--- config.mk ---
export PLATFORM = sky130hd
export DESIGN_NAME = spi_sclk_prescaler
export DESIGN_NICKNAME = d
export VERILOG_FILES = /design/src/rtl/spi_presc_pkg.sv /design/src/rtl/presc_cfg_shadow.sv /design/src/rtl/presc_pow2_stage.sv /design/src/rtl/presc_brg_stage.sv /design/src/rtl/presc_edge_gen.sv /design/src/rtl/spi_sclk_prescaler.sv
export SDC_FILE = /design/constraint.sdc
export NUM_CORES = 1
export LEC_CHECK = 0
export CELL_PAD_IN_SITES_DETAIL_PLACEMENT = 1
export CELL_PAD_IN_SITES_GLOBAL_PLACEMENT = 2
export CORE_ASPECT_RATIO = 1.25
export CORE_MARGIN = 2
export CORE_UTILIZATION = 30
export CTS_CLUSTER_SIZE = 24
export DETAILED_ROUTE_END_ITERATION = 8
export PLACE_DENSITY = 0.77
export SLEW_MARGIN = 20
export SYNTH_ARGS = -nofsm -noshare
export SYNTH_HDL_FRONTEND = slang
export SYNTH_HIERARCHICAL = 1
export SYNTH_SLANG_ARGS = --single-unit
--- constraint.sdc ---
create_clock -name clk -period 1.6 [get_ports clk]
set_input_delay 0.32 -clock clk [delete_from_list [all_inputs] [get_ports clk]]
set_output_delay 0.32 -clock clk [all_outputs]
set_load 0.01 [all_outputs]
--- src/rtl/spi_presc_pkg.sv ---
package spi_presc_pkg;

   // phase of the serial clock relative to its idle level
   typedef enum logic {
      PH_REST  = 1'b0,
      PH_SWING = 1'b1
   } sclk_phase_e;

   // main-clock cycles in one serial half period for a given setting
   function automatic int half_cycles(input int dexp, input int cnt, input int cnt_min);
      int eff;
      eff = (cnt < cnt_min) ? cnt_min : cnt;
      return (eff + 1) * (2 << dexp);
   endfunction

endpackage

--- src/rtl/presc_cfg_shadow.sv ---
module presc_cfg_shadow #(
   parameter int DIV_W    = 2,
   parameter int BRG_W    = 6,
   parameter int BRG_MIN  = 4,
   parameter int RST_DIV  = 0,
   parameter int RST_BRG  = 4,
   parameter bit RST_CPOL = 1'b0
) (
   input  logic             clk,
   input  logic             rst_n,
   input  logic             load,
   input  logic [DIV_W-1:0] div_in,
   input  logic [BRG_W-1:0] brg_in,
   input  logic             cpol_in,
   output logic [DIV_W-1:0] div_q,
   output logic [BRG_W-1:0] brg_q,
   output logic             cpol_q
);
   localparam logic [BRG_W-1:0] FLOOR = BRG_W'(BRG_MIN);

   logic [BRG_W-1:0] brg_eff;

   generate
      if (BRG_MIN > 0) begin : g_clamp
         assign brg_eff = (brg_in < FLOOR) ? FLOOR : brg_in;
      end else begin : g_pass
         assign brg_eff = brg_in;
      end
   endgenerate

   always_ff @(posedge clk) begin
      if (!rst_n) begin
         div_q  <= DIV_W'(RST_DIV);
         brg_q  <= BRG_W'(RST_BRG);
         cpol_q <= RST_CPOL;
      end else if (load) begin
         div_q  <= div_in;
         brg_q  <= brg_eff;
         cpol_q <= cpol_in;
      end
   end
endmodule

--- src/rtl/presc_pow2_stage.sv ---
module presc_pow2_stage #(
   parameter int DIV_W = 2
) (
   input  logic             clk,
   input  logic             rst_n,
   input  logic             run,
   input  logic [DIV_W-1:0] dexp,
   output logic             tick
);
   // widest ratio is 2^(2^DIV_W), so the counter needs 2^DIV_W bits
   localparam int CNT_W = 2 ** DIV_W;

   logic [CNT_W-1:0] cnt;
   logic [CNT_W:0]   span;
   logic [CNT_W-1:0] mask;

   always_comb begin
      span = ((CNT_W + 1)'(2) << dexp) - (CNT_W + 1)'(1);
      mask = span[CNT_W-1:0];
   end

   // tick when all bits covered by the selected ratio are ones
   assign tick = run && ((cnt & mask) == mask);

   always_ff @(posedge clk) begin
      if (!rst_n || !run) cnt <= '0;
      else                cnt <= cnt + CNT_W'(1);
   end
endmodule

--- src/rtl/presc_brg_stage.sv ---
module presc_brg_stage #(
   parameter int BRG_W = 6
) (
   input  logic             clk,
   input  logic             rst_n,
   input  logic             run,
   input  logic             tick,
   input  logic [BRG_W-1:0] limit,
   output logic             half
);
   logic [BRG_W-1:0] cnt;
   logic             at_top;

   assign at_top = (cnt == limit);
   assign half   = run && tick && at_top;

   always_ff @(posedge clk) begin
      if (!rst_n || !run) cnt <= '0;
      else if (tick)      cnt <= at_top ? '0 : cnt + BRG_W'(1);
   end
endmodule

--- src/rtl/presc_edge_gen.sv ---
module presc_edge_gen
   import spi_presc_pkg::*;
(
   input  logic clk,
   input  logic rst_n,
   input  logic run,
   input  logic half,
   input  logic cpol,
   output logic sclk,
   output logic lead_stb,
   output logic trail_stb
);
   sclk_phase_e ph;

   always_ff @(posedge clk) begin
      if (!rst_n) begin
         ph        <= PH_REST;
         lead_stb  <= 1'b0;
         trail_stb <= 1'b0;
      end else if (!run) begin
         ph        <= PH_REST;
         lead_stb  <= 1'b0;
         trail_stb <= 1'b0;
      end else begin
         lead_stb  <= half && (ph == PH_REST);
         trail_stb <= half && (ph == PH_SWING);
         if (half) ph <= (ph == PH_REST) ? PH_SWING : PH_REST;
      end
   end

   assign sclk = cpol ^ (ph == PH_SWING);
endmodule

--- src/rtl/spi_sclk_prescaler.sv ---
module spi_sclk_prescaler #(
   parameter int DIV_W    = 2,
   parameter int BRG_W    = 6,
   parameter int BRG_MIN  = 4,
   parameter int RST_DIV  = 0,
   parameter int RST_BRG  = 4,
   parameter bit RST_CPOL = 1'b0
) (
   input  logic             clk,
   input  logic             rst_n,
   input  logic             run,
   input  logic             cpol,
   input  logic [DIV_W-1:0] div_sel,
   input  logic [BRG_W-1:0] brg_sel,
   output logic             sclk,
   output logic             lead_stb,
   output logic             trail_stb
);
   generate
      if (DIV_W < 1 || DIV_W > 3) begin : g_bad_div
         $error("DIV_W must be 1..3");
      end
      if (BRG_MIN >= (2 ** BRG_W)) begin : g_bad_min
         $error("BRG_MIN must fit in BRG_W bits");
      end
      if (RST_BRG < BRG_MIN || RST_BRG >= (2 ** BRG_W)) begin : g_bad_rst
         $error("RST_BRG outside legal window");
      end
   endgenerate

   logic [DIV_W-1:0] div_q;
   logic [BRG_W-1:0] brg_q;
   logic             cpol_q;
   logic             tick;
   logic             half;

   presc_cfg_shadow #(
      .DIV_W(DIV_W), .BRG_W(BRG_W), .BRG_MIN(BRG_MIN),
      .RST_DIV(RST_DIV), .RST_BRG(RST_BRG), .RST_CPOL(RST_CPOL)
   ) u_cfg (
      .clk(clk), .rst_n(rst_n), .load(!run),
      .div_in(div_sel), .brg_in(brg_sel), .cpol_in(cpol),
      .div_q(div_q), .brg_q(brg_q), .cpol_q(cpol_q)
   );

   presc_pow2_stage #(.DIV_W(DIV_W)) u_coarse (
      .clk(clk), .rst_n(rst_n), .run(run), .dexp(div_q), .tick(tick)
   );

   presc_brg_stage #(.BRG_W(BRG_W)) u_fine (
      .clk(clk), .rst_n(rst_n), .run(run), .tick(tick),
      .limit(brg_q), .half(half)
   );

   presc_edge_gen u_edge (
      .clk(clk), .rst_n(rst_n), .run(run), .half(half), .cpol(cpol_q),
      .sclk(sclk), .lead_stb(lead_stb), .trail_stb(trail_stb)
   );
endmodule

## Word level (Yosys, flattened, before mapping)

Index checks and enable logic that the tools add are counted.
Widths: inputs -> output; s select.

| word-level totals | value |
|---|---|
| logic and storage cells | 30 |
| memory bits (read-only) | 0 |
| output and inout port bits | 3 |
| memories | 0 |
| memory bits (writable) | 0 |
| bits in registers | 22 |
| input bits | 12 |
| latch bits | 0 |

| cells by class | value |
|---|---|
| equality and inequality tests | 2 |
| div/mod/pow operators | 0 |
| add/subtract/negate cells | 3 |
| multipliers | 0 |
| reduce and logical (&&, ||, !) cells | 9 |
| order comparisons | 1 |
| muxes and demuxes | 3 |
| bitwise operators | 3 |
| shifts and indexed selects | 1 |

Operator list:

| cell | count |
|---|---|
| $mux 6 | 2 |
| $add 6x1->6 const B | 1 |
| $eq 6x6->1 | 1 |
| $lt 6x3->1 const B | 1 |
| $logic_and 1x1->1 | 5 |
| $add 4x1->4 const B | 1 |
| $and 4x4->4 | 1 |
| $eq 4x4->1 | 1 |
| $shl 2x2->4 const A | 1 |
| $sub 4x2->4 const B | 1 |
| $logic_not 1->1 | 2 |
| $reduce_and 2->1 | 1 |
| $logic_or 1x1->1 | 1 |
| $mux 1 | 1 |
| $not 1->1 | 1 |
| $xor 1x1->1 | 1 |

## Depth between registers and ports, before layout

Gate-level depths: netlist (run 1).

| depth | value |
|---|---|
| word-level depth | 8 |
| mapped depth | 9 |

## Modules after synthesis

Netlist (run 1), hierarchy kept.

Modules (own cells, without submodules):

| module | times used | area each (µm²) | cells each |
|---|---|---|---|
| presc_cfg_shadow | 1 | 374.1 | 32 |
| presc_brg_stage | 1 | 367.9 | 37 |
| presc_pow2_stage | 1 | 161.4 | 18 |
| presc_edge_gen | 1 | 100.1 | 10 |
| spi_sclk_prescaler | 1 | 3.8 | 1 |

## Worst setup path after synthesis (run 1)

OpenSTA, ideal clock, no wires.

| path | value |
|---|---|
| kind | flip-flop to flip-flop |
| from | reg u_cfg.div_q[1] |
| to | reg u_edge.ph |
| data arrival time | 1.459 ns |
| setup time | 0.116 ns |
| path slack | 0.025 ns |
| stages on the path, launching flop included | 10 |
| path buffers | 2 |
| cells stage by stage | dfxtp_1 -> nor2_1 -> o211ai_1 -> a21oi_1 -> buf_2 -> and4_4 -> buf_6 -> and3_1 -> xor2_1 -> and3_1 |

| on the way | value |
|---|---|
| cells in the longest elaborated chain, start to end | 7 |

Ends and longest elaborated chain:

| element | line | text |
|---|---|---|
| from (decl) | presc_cfg_shadow.sv:15 | `output logic [DIV_W-1:0] div_q,` |
| from (signal assigned) | presc_cfg_shadow.sv:33 | `div_q <= DIV_W'(RST_DIV);` |
| from (signal assigned) | presc_cfg_shadow.sv:37 | `div_q <= div_in;` |
| $shl 2x2->4 (*) | presc_pow2_stage.sv:18 | `span = ((CNT_W + 1)'(2) << dexp) - (CNT_W + 1)'(1);` |
| $sub 4x2->4 (*) | presc_pow2_stage.sv:18 |  |
| $and 4x4->4 | presc_pow2_stage.sv:23 | `assign tick = run && ((cnt & mask) == mask);` |
| $eq 4x4->1 (*) | presc_pow2_stage.sv:23 |  |
| $logic_and 1x1->1 (*) | presc_pow2_stage.sv:23 |  |
| named net tick | spi_sclk_prescaler.sv:34 | `logic tick;` |
| $logic_and 1x1->1 (*) (2 in series) | presc_brg_stage.sv:15 | `assign half = run && tick && at_top;` |
| named net half | spi_sclk_prescaler.sv:35 | `logic half;` |
| to (signal assigned) | presc_edge_gen.sv:27 | `if (half) ph <= (ph == PH_REST) ? PH_SWING : PH_REST;` |
| to (decl) | presc_edge_gen.sv:13 | `sclk_phase_e ph;` |

Mark *: on every way through the listed nets, which the timed path passes. The rest lies on a longest branch.
A chain may end at the register's enable or synchronous reset.

## Worst setup path after layout (run 1)

| path | value |
|---|---|
| from | reg u_coarse.cnt[2] |
| to | reg u_fine.cnt[5] |

| on the way | value |
|---|---|
| cells in the longest elaborated chain, start to end | 3 |

Ends and longest elaborated chain:

| element | line | text |
|---|---|---|
| from (decl) | presc_pow2_stage.sv:13 | `logic [CNT_W-1:0] cnt;` |
| from (signal assigned) | presc_pow2_stage.sv:27 | `else cnt <= cnt + CNT_W'(1);` |
| $and 4x4->4 | presc_pow2_stage.sv:23 |  |
| $eq 4x4->1 | presc_pow2_stage.sv:23 |  |
| $logic_and 1x1->1 | presc_pow2_stage.sv:23 |  |
| named net tick | spi_sclk_prescaler.sv:34 |  |
| to (signal assigned) | presc_brg_stage.sv:19 | `else if (tick) cnt <= at_top ? '0 : cnt + BRG_W'(1);` |
| to (decl) | presc_brg_stage.sv:11 | `logic [BRG_W-1:0] cnt;` |

The timed path passes the listed nets, and every way through them passes these cells.

==> reports/metrics.cfg, run 1 <==
[layout]
layout_common_cells = 20 x dfxtp_1, 12 x clkdlybuf4s50_1, 10 x buf_4
nFillCells = 361
diodes = 0
drive_gt1_share_pct = 20.49
layout_commonest_cell = dfxtp_1
final_core_util_pct = 40.84
synthToLayoutAreaGrowth_pct = 30.68
final_nets = 138

[floorplanning]
die_area_mm2 = 0.003840
rows = 23
core_area_mm2 = 0.003223
dieWidth_um = 55.83
top_level_ports = 15
die_y_um = 68.78
initial_core_util_pct = 31.25

[grt]
antenna_found_initial = 0
first_global_vias = 789
grt_util_met2_pct = 23.51
grt_util_met3_pct = 1.679
grt_util_met1_pct = 14.38
grt_start_max_net_pins = 12
grt_util_all_layers_pct = 12.86
grt-busiest-layer = met2
grt_pass1_wl_um = 3705
overflow = 0

[yosys]
synthFlopType = dfxtp_1
synth_cells = 98
synth.distinct_cells = 29
ys_warn_count = 6
netlist_top_cells_area = dfxtp_1 44%, xor2_1 7.8%, mux2i_1 7.0%, xnor2_1 4.3%, a211oi_1 3.7%
synth.top_cell.area_share_pct = 43.73
avgSynthCellArea_um2 = 10.28
syn-num-nets = 112
synth_top_area_cell = dfxtp_1
netlist_area_mm2 = 0.001007
synth_edf_count = 0
yosysSeqAreaShare_pct = 43.73
ys_ff_latch = 22
async_reset_ff_share_pct = 0

[power]
power.leakage_nw = 0.5396
peakVddDrop_mv = 0.3977
power_per_cell_area_mw_per_mm2 = 797.9

[timing]
finClkSkew_ns = 0.002285
post-route-period-util_pct = 92.42
finalMaxSlewViolations = 0
hold_viol_final = 0
slew_headroom_pct = 81.28
min_period_ns = 1.479
whs_ns = 0.4685
rsz0062_at_grt = false
clock.fmax_mhz = 676.3
setup_violations = 0
worstMarginPinSlew_ns = 0.2787

[critical_path]
arrival_ns = 1.66
start_kind = flop
cp_max_fo = 3
setup.worst_path.end_class = flop
worstSetupPathType = reg -> reg
required_ns = 1.78

[routing]
drt_iter0_drc = 8
vias = 772
viasPerCell = 4.855
drt-total-wl_um = 2219
dr.pass1.iters = 3
drtAntennaViolNets = 0
wl_per_cell_um = 13.96
post-route-drc-count = 0

[cts]
numCtsBuffers = 3
cts_max_level = 1
cts.path.max_buffers = 2
tritoncts = done
post_cts_buffers = 0
clkTransAtPathRegs_ns = 0.08
clkLatencyLatePin_ns = 0.26
cts.hold.buffers_added = 0
root_buffer = clkbuf_8
cts_num_sinks = 22

[place]
post-dp-hpwl_um = 1728
gp_congestion = 0.7269
port_buffers = 14

[run]
drv_cap = 0

[run_status]
status = complete, no violations

[worst_hold_path]
holdCritPathClass = reg -> reg

==> critical path, cell delays in order, from the launching register on <==
cell and delay [ns]:
dfxtp_1 0.38, o21ai_0 0.13, a21oi_2 0.20, nand3_1 0.10, or3_1 0.37, a221oi_2 0.22
==> worst paths after layout <==
kind              depth (start not counted)                  startpoint  slack [ns]                          to
setup / recovery                          5  u_coarse/cnt[2]$_SDFF_PP0_        0.12  u_fine/cnt[5]$_SDFFE_PP0P_
hold reg to reg                           1      u_edge/ph$_SDFFE_PN0P_        0.47  u_edge/lead_stb$_SDFF_PN0_
setup reg to reg                          5  u_coarse/cnt[2]$_SDFF_PP0_        0.12  u_fine/cnt[5]$_SDFFE_PP0P_
hold / removal                            1      u_edge/ph$_SDFFE_PN0P_        0.47  u_edge/lead_stb$_SDFF_PN0_
==> flip-flops by register name, summed over array words and instances (netlist names) <==
register,flops
u_cfg/brg_q,6
u_fine/cnt,6
u_coarse/cnt,4
u_cfg/div_q,2
u_cfg/cpol_q,1
u_edge/lead_stb,1
u_edge/ph,1
u_edge/trail_stb,1
==> routing by layer <==
metal  part of all wire [%]  wire [um]
met3                    1.4         32
met4                    2.1         46
met1                     43        963
met5                      0          0
met2                     53       1177
==> power breakdown <==
group          internal, mW  switching (mW)  leakage [nW]
logic                0.0757          0.0574         0.338
clock network         0.168           0.172        0.0216
registers             0.564          0.0128         0.180
==> kinds of logic (layout without fill, tap and decap cells) <==
kind of cell    after synthesis  after routing  share of synthesized area (%)
compound gates               13             13                          10.68
xor+xnor                     14             14                          12.17
fa+ha+maj                     2              2                          2.484
buf+inv                       8             32                          4.347
flops                        22             22                          43.73
mux                           7              7                          6.957
simple gates                 32             32                          19.63
==> area by class of cell <==
| type | count | area [um^2] | area share, % |
|---|---|---|---|
| flip-flops and latches | 22 | 442.9 | 33.65 |
| repair buffers | 25 | 236.5 | 17.97 |
| multi-input cells | 68 | 534.3 | 40.59 |
| clock buffers | 3 | 41.29 | 3.137 |
| well taps | 37 | 46.29 | 3.517 |
| inverters | 4 | 15.01 | 1.141 |
==> synthesized netlist by cell type (all sizes together), types with 3 or more instances <==
| cell type | n |
|---|---|
| dfxtp | 22 |
| nand3 | 6 |
| nor2b | 7 |
| and3 | 3 |
| a211oi | 5 |
| buf | 3 |
| xnor2 | 5 |
| xor2 | 9 |
| mux2i | 7 |
| nand2 | 3 |
| inv | 4 |
| nor2 | 6 |
==> per-stage QoR <==
stage          power, mW  cell area [um^2]  setup TNS, ns  cells  setup WS, ns
2_1_floorplan     0.6477              1007              0     98       0.02538
3_3_place_gp      0.7201              1260         -1.698    156       -0.2953
3_5_place_dp      0.7241              1260         -2.032    156       -0.3437
4_1_cts            1.066              1305              0    159      0.009886
5_1_grt            1.102              1316              0    159      0.001668
6_report           1.050              1316              0    159        0.1213
==> what timing repair did <==
action,in CTS,in global routing
gates resized for setup,3,4
pin swaps,0,3
setup endpoints to repair,3,4
cloned,0,0
hold endpoints to repair,0,0
Power figures use the tool's default switching activity.
==> run 2: changes to the inputs <==
--- a/config.mk
+++ b/config.mk
@@ -7,11 +7,12 @@
 export LEC_CHECK = 0
 export CELL_PAD_IN_SITES_DETAIL_PLACEMENT = 1
 export CELL_PAD_IN_SITES_GLOBAL_PLACEMENT = 2
-export CORE_ASPECT_RATIO = 1.25
+export CORE_ASPECT_RATIO = 0.6
 export CORE_MARGIN = 2
 export CORE_UTILIZATION = 30
 export CTS_CLUSTER_SIZE = 24
 export DETAILED_ROUTE_END_ITERATION = 8
+export GPL_TIMING_DRIVEN = 0
 export PLACE_DENSITY = 0.77
 export SLEW_MARGIN = 20
 export SYNTH_ARGS = -nofsm -noshare
==> run 2 against run 1 <==
  * Utilization decreased by 0.78 points
  * Non-clock buffer count shrank 3
  * Clock skew is 0.00087 ns lower
  * Critical path type unchanged
  * Total power fell by 1.5%
  * Die area is 0.32% higher
  * Via count decreased by 1.9%
  * Design area decreased by 1.9%
  * Setup slack got worse by 0.075 ns
  * Global-route usage is 1.3 points lower
  * Sequential share of layout area is 0.85 points higher
  * Highest routed layer is now met3
  * Register-to-register slack got worse by 0.07 ns
  * Sequential cell count did not move
==> reports/metrics.cfg, run 2 (synthesis gave the netlist of run 1 again) <==
[run_status]
status = complete, no violations

[floorplanning]
die_area_mm2 = 0.003852  ; +0.32%
initial_core_util_pct = 31.25  ; unchanged
rows = 16  ; -30%
die_y_um = 48.88  ; -29%
top_level_ports = 15  ; unchanged
core_area_mm2 = 0.003223  ; unchanged
dieWidth_um = 78.81  ; +41%

[power]
power.leakage_nw = 0.5173  ; -4.1%
peakVddDrop_mv = 0.4003  ; +0.67%
power_per_cell_area_mw_per_mm2 = 801.1  ; +0.41%

[cts]
clkLatencyLatePin_ns = 0.26  ; about the same
root_buffer = clkbuf_8
cts.hold.buffers_added = 0  ; unchanged
clkTransAtPathRegs_ns = 0.08  ; about the same
numCtsBuffers = 3  ; unchanged
cts.path.max_buffers = 2  ; unchanged
cts_max_level = 1  ; unchanged
cts_num_sinks = 22  ; unchanged
tritoncts = done

[run]
drv_cap = 0  ; unchanged

[critical_path]
start_kind = flop
startpoint = u_cfg/div_q[0]$_SDFFE_PN0P_
r2r_slack_ns = 0.05  ; -0.07 ns
reg2reg_to = u_edge/ph$_SDFFE_PN0P_
cp_max_fo = 5  ; +2
r2r_cells = 8  ; +3
arrival_ns = 1.76  ; +0.10 ns
required_ns = 1.80  ; +0.02 ns
crit-reg2reg-launch = u_cfg/div_q[0]$_SDFFE_PN0P_
worstPathCellList = nor2_2, o211ai_1, a21oi_1, buf_4, and4_4, and3_4, xor2_1, and3_1
setup.worst_path.end_class = flop
worstSetupPathType = reg -> reg
worst_path_largest_cell_delay_ns = 0.34  ; -0.04 ns
endpoint = u_edge/ph$_SDFFE_PN0P_
slowest_stage = dfxtp_2

[timing]
setup_violations = 0  ; unchanged
post-route-period-util_pct = 97.08  ; +4.7 points
hold_viol_final = 0  ; unchanged
min_period_ns = 1.553  ; +0.07454 ns
rsz0062_at_grt = true
fin_ws_ns = 0.04679  ; -0.07455 ns
finalMaxSlewViolations = 0  ; unchanged
slew_headroom_pct = 77.98  ; -3.3 points
tns_ns = 0  ; unchanged
finClkSkew_ns = 0.001411  ; -0.0008736 ns
clock.fmax_mhz = 643.8  ; -4.8%
worstMarginPinSlew_ns = 0.3293  ; +0.05056 ns

[place]
port_buffers = 14  ; unchanged
preCtsSetupSlack_ns = -0.7153  ; -0.3717 ns
placedInstanceArea_mm2 = 0.001204  ; -4.5%
placed_cells = 157  ; +0.64%
post-dp-hpwl_um = 1543  ; -11%
gp_congestion = 0.7084  ; -2.5%

[layout]
synthToLayoutAreaGrowth_pct = 28.20
layout_commonest_cell = dfxtp_1
top_regs = u_cfg/brg_q x6, u_fine/cnt x6, u_coarse/cnt x4
fin_cells = 164  ; +3.1%
diodes = 0  ; unchanged
layout_common_cells = 18 x dfxtp_1, 12 x clkdlybuf4s50_1, 9 x xor2_1
nFillCells = 371  ; +2.8%
design_area_mm2 = 0.001291  ; -1.9%
drive_gt1_share_pct = 21.01  ; +0.52 points
multiInputGateArea_um2 = 541.8  ; +1.4%
final_nets = 135  ; -2.2%
seqCellArea_um2 = 445.4  ; +0.56%

[routing]
drt-total-wl_um = 2041  ; -8.0%
drtAntennaViolNets = 0  ; unchanged
vias = 757  ; -1.9%
post-route-drc-count = 0  ; unchanged
drt_iter0_drc = 14  ; +6
wl_per_cell_um = 12.45  ; -11%
dr.pass1.iters = 4  ; +1
viasPerCell = 4.616  ; -4.9%

[grt]
antenna_found_initial = 0  ; unchanged
grt_start_max_net_pins = 12  ; unchanged
grt_util_all_layers_pct = 11.56  ; -1.3 points
first_global_vias = 719  ; -8.9%
grt_pass1_wl_um = 3436  ; -7.3%
overflow = 0  ; unchanged

[worst_hold_path]
holdCritPathClass = in -> reg

==> run 2: cell types whose count changed in the layout (fill, tap and decap cells not counted), sizes merged <==
cell,change
clkbuf,+2
dlymetal6s2s,-1
buf,-4
==> run 2: repair_timing <==
action	in CTS	in global routing
pin swaps	0	3
buffers inserted	1	4
endpoints found under the setup margin	10	4
resized for setup	8	5
==> run 2: how the worst min path moves through the flow <==
stage                     slack (ns)                          to                  startpoint  depth (start not counted)
after floorplan                 0.43  u_coarse/cnt[0]$_SDFF_PP0_  u_coarse/cnt[0]$_SDFF_PP0_                          1
after global placement          0.45  u_coarse/cnt[0]$_SDFF_PP0_  u_coarse/cnt[0]$_SDFF_PP0_                          1
after detailed placement        0.46  u_coarse/cnt[0]$_SDFF_PP0_  u_coarse/cnt[0]$_SDFF_PP0_                          1
after CTS                       0.48  u_edge/lead_stb$_SDFF_PN0_      u_edge/ph$_SDFFE_PN0P_                          1
after global routing            0.43  u_coarse/cnt[1]$_SDFF_PP0_                         run                          2
final                           0.40  u_coarse/cnt[1]$_SDFF_PP0_                         run                          2
==> run 2: cell type report <==
type | instances | area share [%]
sequential | 22 | 34.50
clock buffer | 3 | 3.198
inverter | 4 | 1.163
buffer | 3 | 1.550
tap | 45 | 4.360
multi-input combinational | 68 | 41.96
timing repair buffer | 19 | 13.28
==> run 2: critical path, delay by kind of cell, from the launching register on <==
kind,cells,cell delay (ns)
DFF,1,0.34
AOI/OAI and AO/OA,2,0.21
buffers and inverters,1,0.14
and+or+nand+nor,4,0.67
xor gates and xnor gates,1,0.14
==> run 2: metrics by stage <==
| stage | utilization (%) | hold slack [ns] | power (mW) |
|---|---|---|---|
| final | 40.06 | 0.4003 | 1.034 |
| after global routing | 40.06 | 0.4262 | 1.084 |
| after CTS | 38.98 | 0.4764 | 1.053 |
| after detailed placement | 37.34 | 0.4571 | 0.7015 |
| after global placement | 37.34 | 0.4459 | 0.6988 |
| after floorplan | - | 0.4301 | 0.6477 |
==> run 2: per-layer routing <==
layer / global-route usage [%] / part of all wire (%) / vias up
li1: - / - / 385
met3: 3.889 / 4.3 / 0
met2: 16.52 / 42 / 12
met4: 2.632 / 0 / 0
met1: 16.72 / 54 / 360
met5: 0 / 0 / -
==> run 2: power breakdown <==
group / switching [mW] / total (mW) / leakage [nW] / internal (mW)
Combinational: 0.0524 / 0.116 / 0.315 / 0.0633
Clock: 0.172 / 0.341 / 0.0216 / 0.168
Sequential: 0.0140 / 0.578 / 0.181 / 0.564
Total: 0.239 / 1.03 / 0.517 / 0.796
==> run 3: changes to the inputs <==
==> constraint.sdc (replaced) <==
create_clock -name clk -period 1.3 [get_ports clk]
set_input_delay 0.26 -clock clk [delete_from_list [all_inputs] [get_ports clk]]
set_output_delay 0.26 -clock clk [all_outputs]
set_load 0.01 [all_outputs]
==> run 3 against run 2 <==
  * The flow now finishes with violations (setup timing)
  * Worst hold slack improved by 0.057 ns
  * First-iteration DRC count decreased by 50%
  * Maximum frequency decreased by 5.3%
  * Highest routed layer is now met4
  * Combinational power increased by 28%
  * Largest power group unchanged
  * Critical path type unchanged
  * Sequential power increased by 23%
  * Global-route usage increased by 1.5 points
  * Wire length increased by 9.8%
==> reports/metrics.cfg, run 3 (synthesis gave the netlist of run 1 again) <==
[run_status]
status = complete, but fails checks
violations = setup timing

[layout]
nFillCells = 371  ; unchanged
layout_common_cells = 17 x dfxtp_1, 10 x clkdlybuf4s50_1, 9 x xor2_1
diodes = 0  ; unchanged
layout_commonest_cell = dfxtp_1
top_regs = u_cfg/brg_q x6, u_fine/cnt x6, u_coarse/cnt x4
final_core_util_pct = 40.33  ; +0.27 points
drive_gt1_share_pct = 21.37  ; +0.36 points
synthToLayoutAreaGrowth_pct = 29.07
final_nets = 133  ; -1.5%

[timing]
hold_viol_final = 0  ; unchanged
worstMarginPinSlew_ns = 0.3694  ; +0.04005 ns
min_period_ns = 1.640  ; +0.08709 ns
slew_headroom_pct = 75.30  ; -2.7 points
fin_ws_ns = -0.3403  ; -0.3871 ns
post-route-period-util_pct = 126.2  ; +29 points
finClkSkew_ns = 0.001285  ; -0.0001267 ns
finalMaxSlewViolations = 0  ; unchanged
clock.fmax_mhz = 609.6  ; -5.3%
rsz0062_at_grt = true
setup_violations = 9  ; +9

[place]
port_buffers = 14  ; unchanged
gp_congestion = 0.7308  ; +3.2%
post-dp-hpwl_um = 1624  ; +5.2%

[routing]
viasPerCell = 4.753  ; +3.0%
top_layer = met4
drt_iter0_drc = 7  ; -7
drt-total-wl_um = 2240  ; +9.8%
wl_per_cell_um = 13.83  ; +11%
post-route-drc-count = 0  ; unchanged
drtAntennaViolNets = 0  ; unchanged
dr.pass1.iters = 4  ; unchanged
met2_length_um = 996  ; +16%
wl_met1_um = 1141  ; +4.2%
vias = 770  ; +1.7%
wl_met3_um = 81  ; -6.9%

[cts]
root_buffer = clkbuf_8
cts.path.max_buffers = 2  ; unchanged
cts_num_sinks = 22  ; unchanged
tritoncts = done
clkTransAtPathRegs_ns = 0.08  ; about the same
cts_max_level = 1  ; unchanged
clkLatencyLatePin_ns = 0.26  ; about the same
numCtsBuffers = 3  ; unchanged

[floorplanning]
dieWidth_um = 78.81  ; unchanged
die_area_mm2 = 0.003852  ; unchanged
rows = 16  ; unchanged
initial_core_util_pct = 31.25  ; unchanged
top_level_ports = 15  ; unchanged
core_area_mm2 = 0.003223  ; unchanged
die_y_um = 48.88  ; unchanged

[critical_path]
startpoint = u_cfg/div_q[0]$_SDFFE_PN0P_
crit-reg2reg-launch = u_cfg/div_q[0]$_SDFFE_PN0P_
start_kind = flop
reg2reg_to = u_fine/cnt[5]$_SDFFE_PP0P_
r2r_slack_ns = -0.34  ; -0.39 ns
required_ns = 1.48  ; -0.32 ns
r2r_cells = 8  ; unchanged
worstSetupPathType = reg -> reg
cp_max_fo = 3  ; -2
arrival_ns = 1.82  ; +0.06 ns
setup.worst_path.end_class = flop

[run]
drv_cap = 0  ; unchanged

[power]
power.leakage_nw = 0.5197  ; +0.46%
power_frac_seq_pct = 55.6  ; -0.3 points
p_sw_mw = 0.2976  ; +25%
comb_power_share_pct = 11.6  ; +0.4 points
switching_share_pct = 23.26  ; +0.17 points
peakVddDrop_mv = 0.3776  ; -5.7%
power.internal_mw = 0.9817  ; +23%
clockPowerShare_pct = 32.8  ; about the same
power_mw = 1.279  ; +24%
power_per_cell_area_mw_per_mm2 = 984.0  ; +23%

[grt]
overflow = 0  ; unchanged
grt_start_max_net_pins = 12  ; unchanged
grt_util_all_layers_pct = 13.10  ; +1.5 points
grt_pass1_wl_um = 3870  ; +13%
antenna_found_initial = 0  ; unchanged
first_global_vias = 814  ; +13%

[worst_hold_path]
holdPathStages = 1  ; -1
hold_end = u_edge/lead_stb$_SDFF_PN0_
holdCritPathClass = reg -> reg
worst_hold_startpoint = u_edge/ph$_SDFFE_PN0P_

[run 3: cell types whose count changed in the layout (fill, tap and decap cells not counted), moves of 2 or more]
cell | before | now
buf_4 | 7 | 4
clkbuf_2 | 2 | 0
clkdlybuf4s50_1 | 12 | 10
dlygate4sd2_1 | 1 | 3
[run 3: worst max path at each step]
| stage | endpoint | slack (ns) | depth (start not counted) |
|---|---|---|---|
| after global placement | u_edge/ph$_SDFFE_PN0P_ | -0.88 | 9 |
| after floorplan | u_edge/ph$_SDFFE_PN0P_ | -0.24 | 9 |
| final | u_fine/cnt[5]$_SDFFE_PP0P_ | -0.34 | 8 |
| after detailed placement | u_edge/ph$_SDFFE_PN0P_ | -0.94 | 9 |
| after global routing | u_fine/cnt[5]$_SDFFE_PP0P_ | -0.41 | 8 |
| after CTS | u_fine/cnt[5]$_SDFFE_PP0P_ | -0.32 | 8 |
[run 3: repair_timing]
item,4_1_cts,5_1_grt
setup endpoints to repair,12,13
hold buffers,0,0
pin swaps,0,1
gates resized for setup,12,7
setup buffers,3,0
[run 3: per-stage QoR]
| stage | cell area, um^2 | std cells | setup TNS (ns) | setup slack [ns] | hold WS [ns] |
|---|---|---|---|---|---|
| 4_1_cts | 1280 | 162 | -2.043 | -0.3211 | 0.4665 |
| 6_report | 1300 | 162 | -1.867 | -0.3403 | 0.4570 |
| 5_1_grt | 1300 | 162 | -2.939 | -0.4119 | 0.4790 |
| 2_1_floorplan | 1015 | 98 | -0.5663 | -0.2374 | 0.4059 |
| 3_5_place_dp | 1211 | 157 | -8.450 | -0.9375 | 0.4643 |
| 3_3_place_gp | 1211 | 157 | -7.663 | -0.8768 | 0.4466 |
[run 3: critical path, stage by stage (launching register included)]
cell,delay [ns]
dfxtp_2,0.33
nor2_1,0.10
o211ai_1,0.09
a21oi_1,0.17
buf_4,0.15
buf_6,0.09
nand3_2,0.06
or3_4,0.35
a221oi_2,0.22
[run 3: power groups by stage]
stage,registers (mW),clock network [mW],logic [mW]
floorplan,0.721,0,0.0770
global placement,0.726,0,0.134
detailed placement,0.727,0,0.140
CTS,0.711,0.444,0.147
global route,0.715,0.467,0.164
finish,0.711,0.419,0.149
[run 3: final cells by class]
class                   instances  area [um^2]  share of cell area [%]
plain buffers                   3        22.52                   1.732
multi-input cells              68        554.3                   42.64
repair buffers                 17        163.9                   12.61
well taps                      45        56.30                   4.331
flip-flops and latches         22        446.7                   34.36
inverters                       4        15.01                   1.155
clock buffers                   3        41.29                   3.176
[run 3: routing by layer]
layer	up-vias	global-route usage, %
met5	-	0
met4	0	3.509
met3	2	3.889
met2	14	20.80
met1	372	17.41
li1	382	-
